$ cat src/rtl/halfword_alu.sv
module halfword_alu #(
  parameter int LANES = 4,
  parameter int LW    = 16,
  parameter int IW    = LW + 4
) (
  input  logic                clk,
  input  logic                rst_n,
  input  logic                in_valid,
  input  logic [2:0]          op,
  input  logic [1:0]          shamt,
  input  logic [LANES*LW-1:0] opa,
  input  logic [LANES*LW-1:0] opb,
  output logic                out_valid,
  output logic [LANES*LW-1:0] result
);
  localparam int W = LANES * LW;
  localparam logic signed [IW-1:0] SMAX = IW'((1 << (LW - 1)) - 1);
  localparam logic signed [IW-1:0] SMIN = -IW'(1 << (LW - 1));
  localparam logic signed [IW-1:0] UMAX = IW'((1 << LW) - 1);

  logic [W-1:0] nxt;

  for (genvar i = 0; i < LANES; i++) begin : g_lane
    logic signed [IW-1:0] sa, sb, ua, ub, sum;
    logic [LW-1:0] av;
    logic [LW-1:0] r;

    assign sa = {{(IW-LW){opa[LW*i+LW-1]}}, opa[LW*i +: LW]};
    assign sb = {{(IW-LW){opb[LW*i+LW-1]}}, opb[LW*i +: LW]};
    assign ua = {{(IW-LW){1'b0}}, opa[LW*i +: LW]};
    assign ub = {{(IW-LW){1'b0}}, opb[LW*i +: LW]};

    always_comb begin
      case (op)
        3'd0:    sum = sa + sb;
        3'd1:    sum = ua + sb;
        3'd2:    sum = sa - sb;
        3'd3:    sum = ua - sb;
        3'd4:    sum = ua + ub;
        3'd5:    sum = (sa <<< shamt) + sb;
        3'd6:    sum = (sa >>> shamt) + sb;
        default: sum = '0;
      endcase
    end

    assign av = sum[LW:1] | {{(LW-1){1'b0}}, sum[0]};

    always_comb begin
      if (op == 3'd1 || op == 3'd3)
        r = (sum < 0) ? '0 : (sum > UMAX) ? '1 : sum[LW-1:0];
      else if (op == 3'd4)
        r = av;
      else if (op == 3'd7)
        r = '0;
      else
        r = (sum > SMAX) ? SMAX[LW-1:0] : (sum < SMIN) ? SMIN[LW-1:0] : sum[LW-1:0];
    end

    assign nxt[LW*i +: LW] = r;
  end

  always_ff @(posedge clk or negedge rst_n) begin
    if (!rst_n) begin
      out_valid <= 1'b0;
      result    <= '0;
    end else begin
      out_valid <= in_valid;
      if (in_valid) result <= nxt;
    end
  end
endmodule

$ cat config.mk
export PLATFORM = sky130hd
export DESIGN_NAME = halfword_alu
export DESIGN_NICKNAME = d
export VERILOG_FILES = /design/src/rtl/halfword_alu.sv
export SDC_FILE = /design/constraint.sdc
export NUM_CORES = 1
export LEC_CHECK = 0
export CORE_UTILIZATION = 39
export CTS_CLUSTER_SIZE = 10
export DETAILED_ROUTE_END_ITERATION = 8
export DONT_BUFFER_PORTS = 1
export SLEW_MARGIN = 30
export SYNTH_ARGS = -nofsm -noshare
export SYNTH_HDL_FRONTEND = slang
export SYNTH_SLANG_ARGS = --single-unit
$ cat constraint.sdc
create_clock -name clk -period 0.9 [get_ports clk]
set_input_delay 0.18 -clock clk [delete_from_list [all_inputs] [get_ports clk]]
set_output_delay 0.18 -clock clk [all_outputs]
set_load 0.005 [all_outputs]
# Word-level counts from Yosys, hierarchy flattened
# Index checks and enable logic that the tools add are counted.
# classes
n_addsub,28
order_cmp,16
n_eq_ne,7
shifts,8
muxes,32
bitwise,4
n_reduce_logical,2
# ops
op,n
one-hot mux 20 bit (7 select lines),4
two-way mux 16 bit,28
adder 20 x 16 -> 20 bit,8
adder 16 x 16 -> 17 bit,8
"> comparator 20 x 16 -> 1 bit, second input constant",4
"> comparator 20 x 17 -> 1 bit, second input constant",4
"less-than comparator 20 x 1 -> 1 bit, second input constant",4
"less-than comparator 20 x 16 -> 1 bit, second input constant",4
<<< shifter 16 x 2 -> 20 bit,4
>>> shifter 16 x 2 -> 20 bit,4
adder 17 x 16 -> 18 bit,4
subtractor 17 x 16 -> 18 bit,4
subtractor 16 x 16 -> 17 bit,4
bitwise OR 16 x 1 -> 16 bit,4
"equality test 3 bit, second input constant",4
"equality test 3 x 2 -> 1 bit, second input constant",2
"equality test 3 x 1 -> 1 bit, second input constant",1
zero test 3 bit,1
logical OR 1 bit,1
# totals
ff_bits,65
in_bits,136
out_inout_bits,65
word_cells,99

# Depth between registers and ports, before layout
# depth
depth_word,9
ltp_mapped,24
ltp_nobuf,18

# Worst setup path after synthesis
# OpenSTA, ideal clock, no wires.
# synth_path
kind,in2reg
from,input op[1]
to,register result[6]
setup_ps,147
arrival_time_ps,4808
required_time_ps,753
path_slack_ps,-4055
stages,23
n_path_buf,6
cell_sequence,buf_2 -> inv_1 -> clkbuf_1 -> nor3_1 -> buf_1 -> clkbuf_1 -> clkbuf_1 -> a31oi_1 -> o21ai_0 -> ha_1 -> inv_1 -> fa_1 -> nand2b_1 -> a21o_1 -> a31oi_1 -> a41oi_1 -> xnor2_1 -> o221ai_1 -> nor4_2 -> buf_2 -> nand3_1 -> a221oi_1 -> a221oi_1
# synth_via
elab_chain_cells,8
elab_cells_between_ends,22
classes_between,4 x order compare; 7 x eq/ne; 8 x mux; 1 x bitwise; 2 x reduce/logical
# synth_rtl
item,line_no,rtl
"start, declared",9,"input logic [2:0] op,"
"equality test 3 bit, or another cell as far along",34,case (op)
one-hot mux 20 bit (7 select lines),34,
less-than comparator 20 x 16 -> 1 bit,56,r = (sum > SMAX) ? SMAX[LW-1:0] : (sum < SMIN) ? SMIN[LW-1:0] : sum[LW-1:0];
two-way mux 16 bit (2 in a row),56,
two-way mux 16 bit,53,else if (op == 3'd7)
two-way mux 16 bit,51,else if (op == 3'd4)
two-way mux 16 bit (*),49,if (op == 3'd1 || op == 3'd3)
"end signal, assigned",68,if (in_valid) result <= nxt;
"end, declared",14,output logic [LANES*LW-1:0] result
# Mark *: on every way between the ends. The rest lies on a longest branch, timed or not.
# A chain may end at the register's enable or synchronous reset.

# Final worst setup path
# layout_path
from,input op[1]
to,register result[37]
# The elaborated chain is that of the path after synthesis.

==> impl_metrics.env <==
export IMPL_cts_buffers=9
export IMPL_synth_area_top_cells="ha_1 (13%), dfrtp_1 (8.0%), a21oi_1 (7.0%)"
export IMPL_grt_pass1_vias=25500
export IMPL_switching_share_pct=43.3
export IMPL_cts_tree="done"
export IMPL_p_int_mw=20.8
export IMPL_r2r_start="result[10]"
export IMPL_setup_tns_final_ns=-196.67
export IMPL_place_gp_congestion=0.986
export IMPL_total_power_mw=36.6
export IMPL_endpoint_kind="flop"
export IMPL_drt_pass1_iterations=6
export IMPL_drc=0
export IMPL_clock_latency_ns=0.37
export IMPL_worst_slew_pin_slew_ns=0.829
export IMPL_vias_per_cell=6.04
export IMPL_cts_sinks=65
export IMPL_drtIter0Drc=2517
export IMPL_ir_drop_uv=992
export IMPL_finalHoldViolations=65
export IMPL_pwr_share_comb_pct=74.6
export IMPL_post_route_worst_setup_slack_ns=-2.98
export IMPL_layout_drive_gt1_share_pct=34.1
export IMPL_power_share_sequential_pct=12.5
export IMPL_overflow=0
export IMPL_layout_commonest_cell="buf_4"
export IMPL_totalWireLength_mm=98.6
export IMPL_die_y_um=230
export IMPL_cts_buffer_depth=2
export IMPL_path_buf_inv=3
export IMPL_max_stage_delay_ns=0.50
export IMPL_synth_yosys_seq_area_share_pct=8.05
export IMPL_clk_pin_slew_worst_paths_ns=0.07
export IMPL_crit_chain="inv_12 -> nor3_4 -> buf_6 -> buf_12 -> mux4_2 -> nand2_1 -> o21ai_1 -> ha_1 -> o211ai_1 -> a21oi_4 -> o211a_1 -> or4_4 -> nand3b_1 -> o21ai_4 -> a2111o_1 -> nor2_4 -> o31a_4 -> a32oi_2"
export IMPL_syn_area_mm2=0.0202
export IMPL_io_pins=201
export IMPL_path_class="in2reg"
export IMPL_cpLargestDelayFamily="compound AO/OA/AOI/OAI gates"
export IMPL_violations="hold timing, setup timing"
export IMPL_final_cell_mix="buf_4 (838), nand2_1 (283), a21oi_1 (256), nor2_1 (240), ha_1 (199)"
export IMPL_root_buffer="clkbuf_16"
export IMPL_synth_cell_types=115
export IMPL_critPathMaxFanout=52
export IMPL_dieArea_mm2=0.0527
export IMPL_p_per_area_mw_per_mm2=1230
export IMPL_htreeDepth=3
export IMPL_nets=4060
export IMPL_yosysWarnings=0
export IMPL_cp_arrival_ns=4.11
export IMPL_dp_hpwl_mm=76.8
export IMPL_cp_required_ns=1.13
export IMPL_crit_path_start_kind="input pin"
export IMPL_reg2reg_to="result[10]"
export IMPL_status="finished with violations"
export IMPL_slew_viol_final=0
export IMPL_async_reset_ff_share_pct=100
export IMPL_grt_max_degree=197
export IMPL_ctsHoldBuffers=1
export IMPL_grtUsageTotal_pct=35.6
export IMPL_power_switching_mw=15.9
export IMPL_wl_per_cell_um=22.5
export IMPL_port_buffers=0
export IMPL_ff2ff_setup_slack_ns=-0.23
export IMPL_r2r_cells=4
export IMPL_fp_row_count=83
export IMPL_antennaDiodeCount=0
export IMPL_die_w_um=230
export IMPL_slew_headroom_pct=43.8
export IMPL_grt_pass1_wl_mm=148
export IMPL_synth_top_area_share_pct=12.9
export IMPL_final_util_pct=57.8
export IMPL_period_share_pct=431
export IMPL_finalSetupViolCount=129
export IMPL_finalHoldWorstSlack_ns=-0.491
export IMPL_antenna_found_initial=0
export IMPL_ys_ff_latch=65
export IMPL_area_growth_pct=46.8
export IMPL_synth_ff_type="dfrtp_1"
export IMPL_path_depth=18
export IMPL_core_mm2=0.0513
export IMPL_synth_nets=3284
export IMPL_cp_slowest_cell="mux4_2"
export IMPL_rsz0062_at_grt="true"
export IMPL_power_leakage_nw=13.5
export IMPL_clkPwrFrac_pct=12.9
export IMPL_fmax_mhz=258
export IMPL_hold_path_class="in2async"
export IMPL_ant_nets=0
export IMPL_syn_area_per_cell_um2=6.90
export IMPL_initial_core_util_pct=39.4
export IMPL_cap_violations=0
export IMPL_vias=26500
export IMPL_synth_area_leader_cell="ha_1"
export IMPL_synth_edf_count=0
export IMPL_fin_skew_ns=0
export IMPL_period_needed_ns=3.88
export IMPL_synth_cells=2928
-- power by group through the flow --
stage                     Combinational, mW  Clock, mW  Sequential, mW
after floorplan                        13.0          0            4.17
after global placement                 22.8          0            4.49
after detailed placement               23.1          0            4.51
after CTS                              25.4       4.71            4.56
after global routing                   29.1       4.84            4.60
final                                  27.3       4.73            4.57
-- worst register-to-register path, cell delays in order, from the launching register on --
cell     delay, ns
dfrtp_1       0.39
buf_4         0.13
mux2_2        0.27
a21oi_1       0.13
nand3_1       0.08
-- cell families (layout without fill, tap and decap cells) --
| kind of cell | count (synthesis) | after routing | synth area share (%) |
|---|---|---|---|
| buffers and inverters | 362 | 1141 | 7.50 |
| and+or+nand+nor | 939 | 939 | 22.0 |
| adders and majority gates | 220 | 220 | 14.1 |
| xor gates and xnor gates | 131 | 131 | 5.68 |
| AOI/OAI and AO/OA | 1153 | 1155 | 38.9 |
| muxes | 58 | 58 | 3.88 |
| DFF | 65 | 65 | 8.05 |
-- per-layer routing --
metal	up-vias	global-route usage, %	wire (µm)
met1	12800	45.8	42200
met2	1063	60.6	46800
met3	190	4.18	6170
li1	12500	-	-
met4	0	12.8	3480
met5	-	0	0
-- sequential cells by signal (all words and copies together) (netlist names) --
| name | count |
|---|---|
| result | 64 |
| out_valid | 1 |
-- repair_timing --
action / 4_1_cts / 5_1_grt
setup buffers: 46 / 42
resized for setup: 188 / 144
cloned: 5 / 6
endpoints found under the hold margin: 71 / 65
pin swaps: 60 / 116
setup endpoints to repair: 129 / 130
-- how the worst max path moves through the flow --
| stage | startpoint | endpoint | slack (ns) |
|---|---|---|---|
| after floorplan | op[2] | result[6] | -3.15 |
| after global placement | op[2] | result[45] | -3.39 |
| after detailed placement | op[2] | result[45] | -3.41 |
| after CTS | op[2] | result[27] | -2.79 |
| after global routing | op[1] | result[22] | -3.07 |
| final | op[1] | result[37] | -2.98 |
-- area by class of cell --
type | count | area (µm²)
tap | 680 | 851
multi-input combinational | 2503 | 18200
sequential | 65 | 1640
clock inverter | 5 | 125
timing repair buffer | 962 | 7940
fill | 4969 | 21600
inverter | 163 | 632
clock buffer | 11 | 253
-- synth_stat cells, drive strengths merged (27+ instances only) --
library cell	number
nand2	291
a21oi	288
nor2	253
o21ai	246
ha	208
inv	162
clkbuf	116
nand3	97
xnor2	96
buf	83
a31oi	73
o211ai	71
dfrtp	65
nor3	65
nand2b	59
a21o	50
nor2b	48
o22ai	40
a211oi	35
o21a	35
xor2	35
mux2i	30
a221oi	29
o31ai	28
o221ai	27
-- per-stage QoR --
step | instance area (µm²) | setup WS [ns] | std cells
final | 29700 | -2.98 | 4389
after global routing | 29700 | -3.07 | 4389
after CTS | 28700 | -2.79 | 4348
after detailed placement | 27100 | -3.41 | 4281
after global placement | 27100 | -3.39 | 4281
after floorplan | 20600 | -3.15 | 2928
Power figures use the tool's default switching activity.
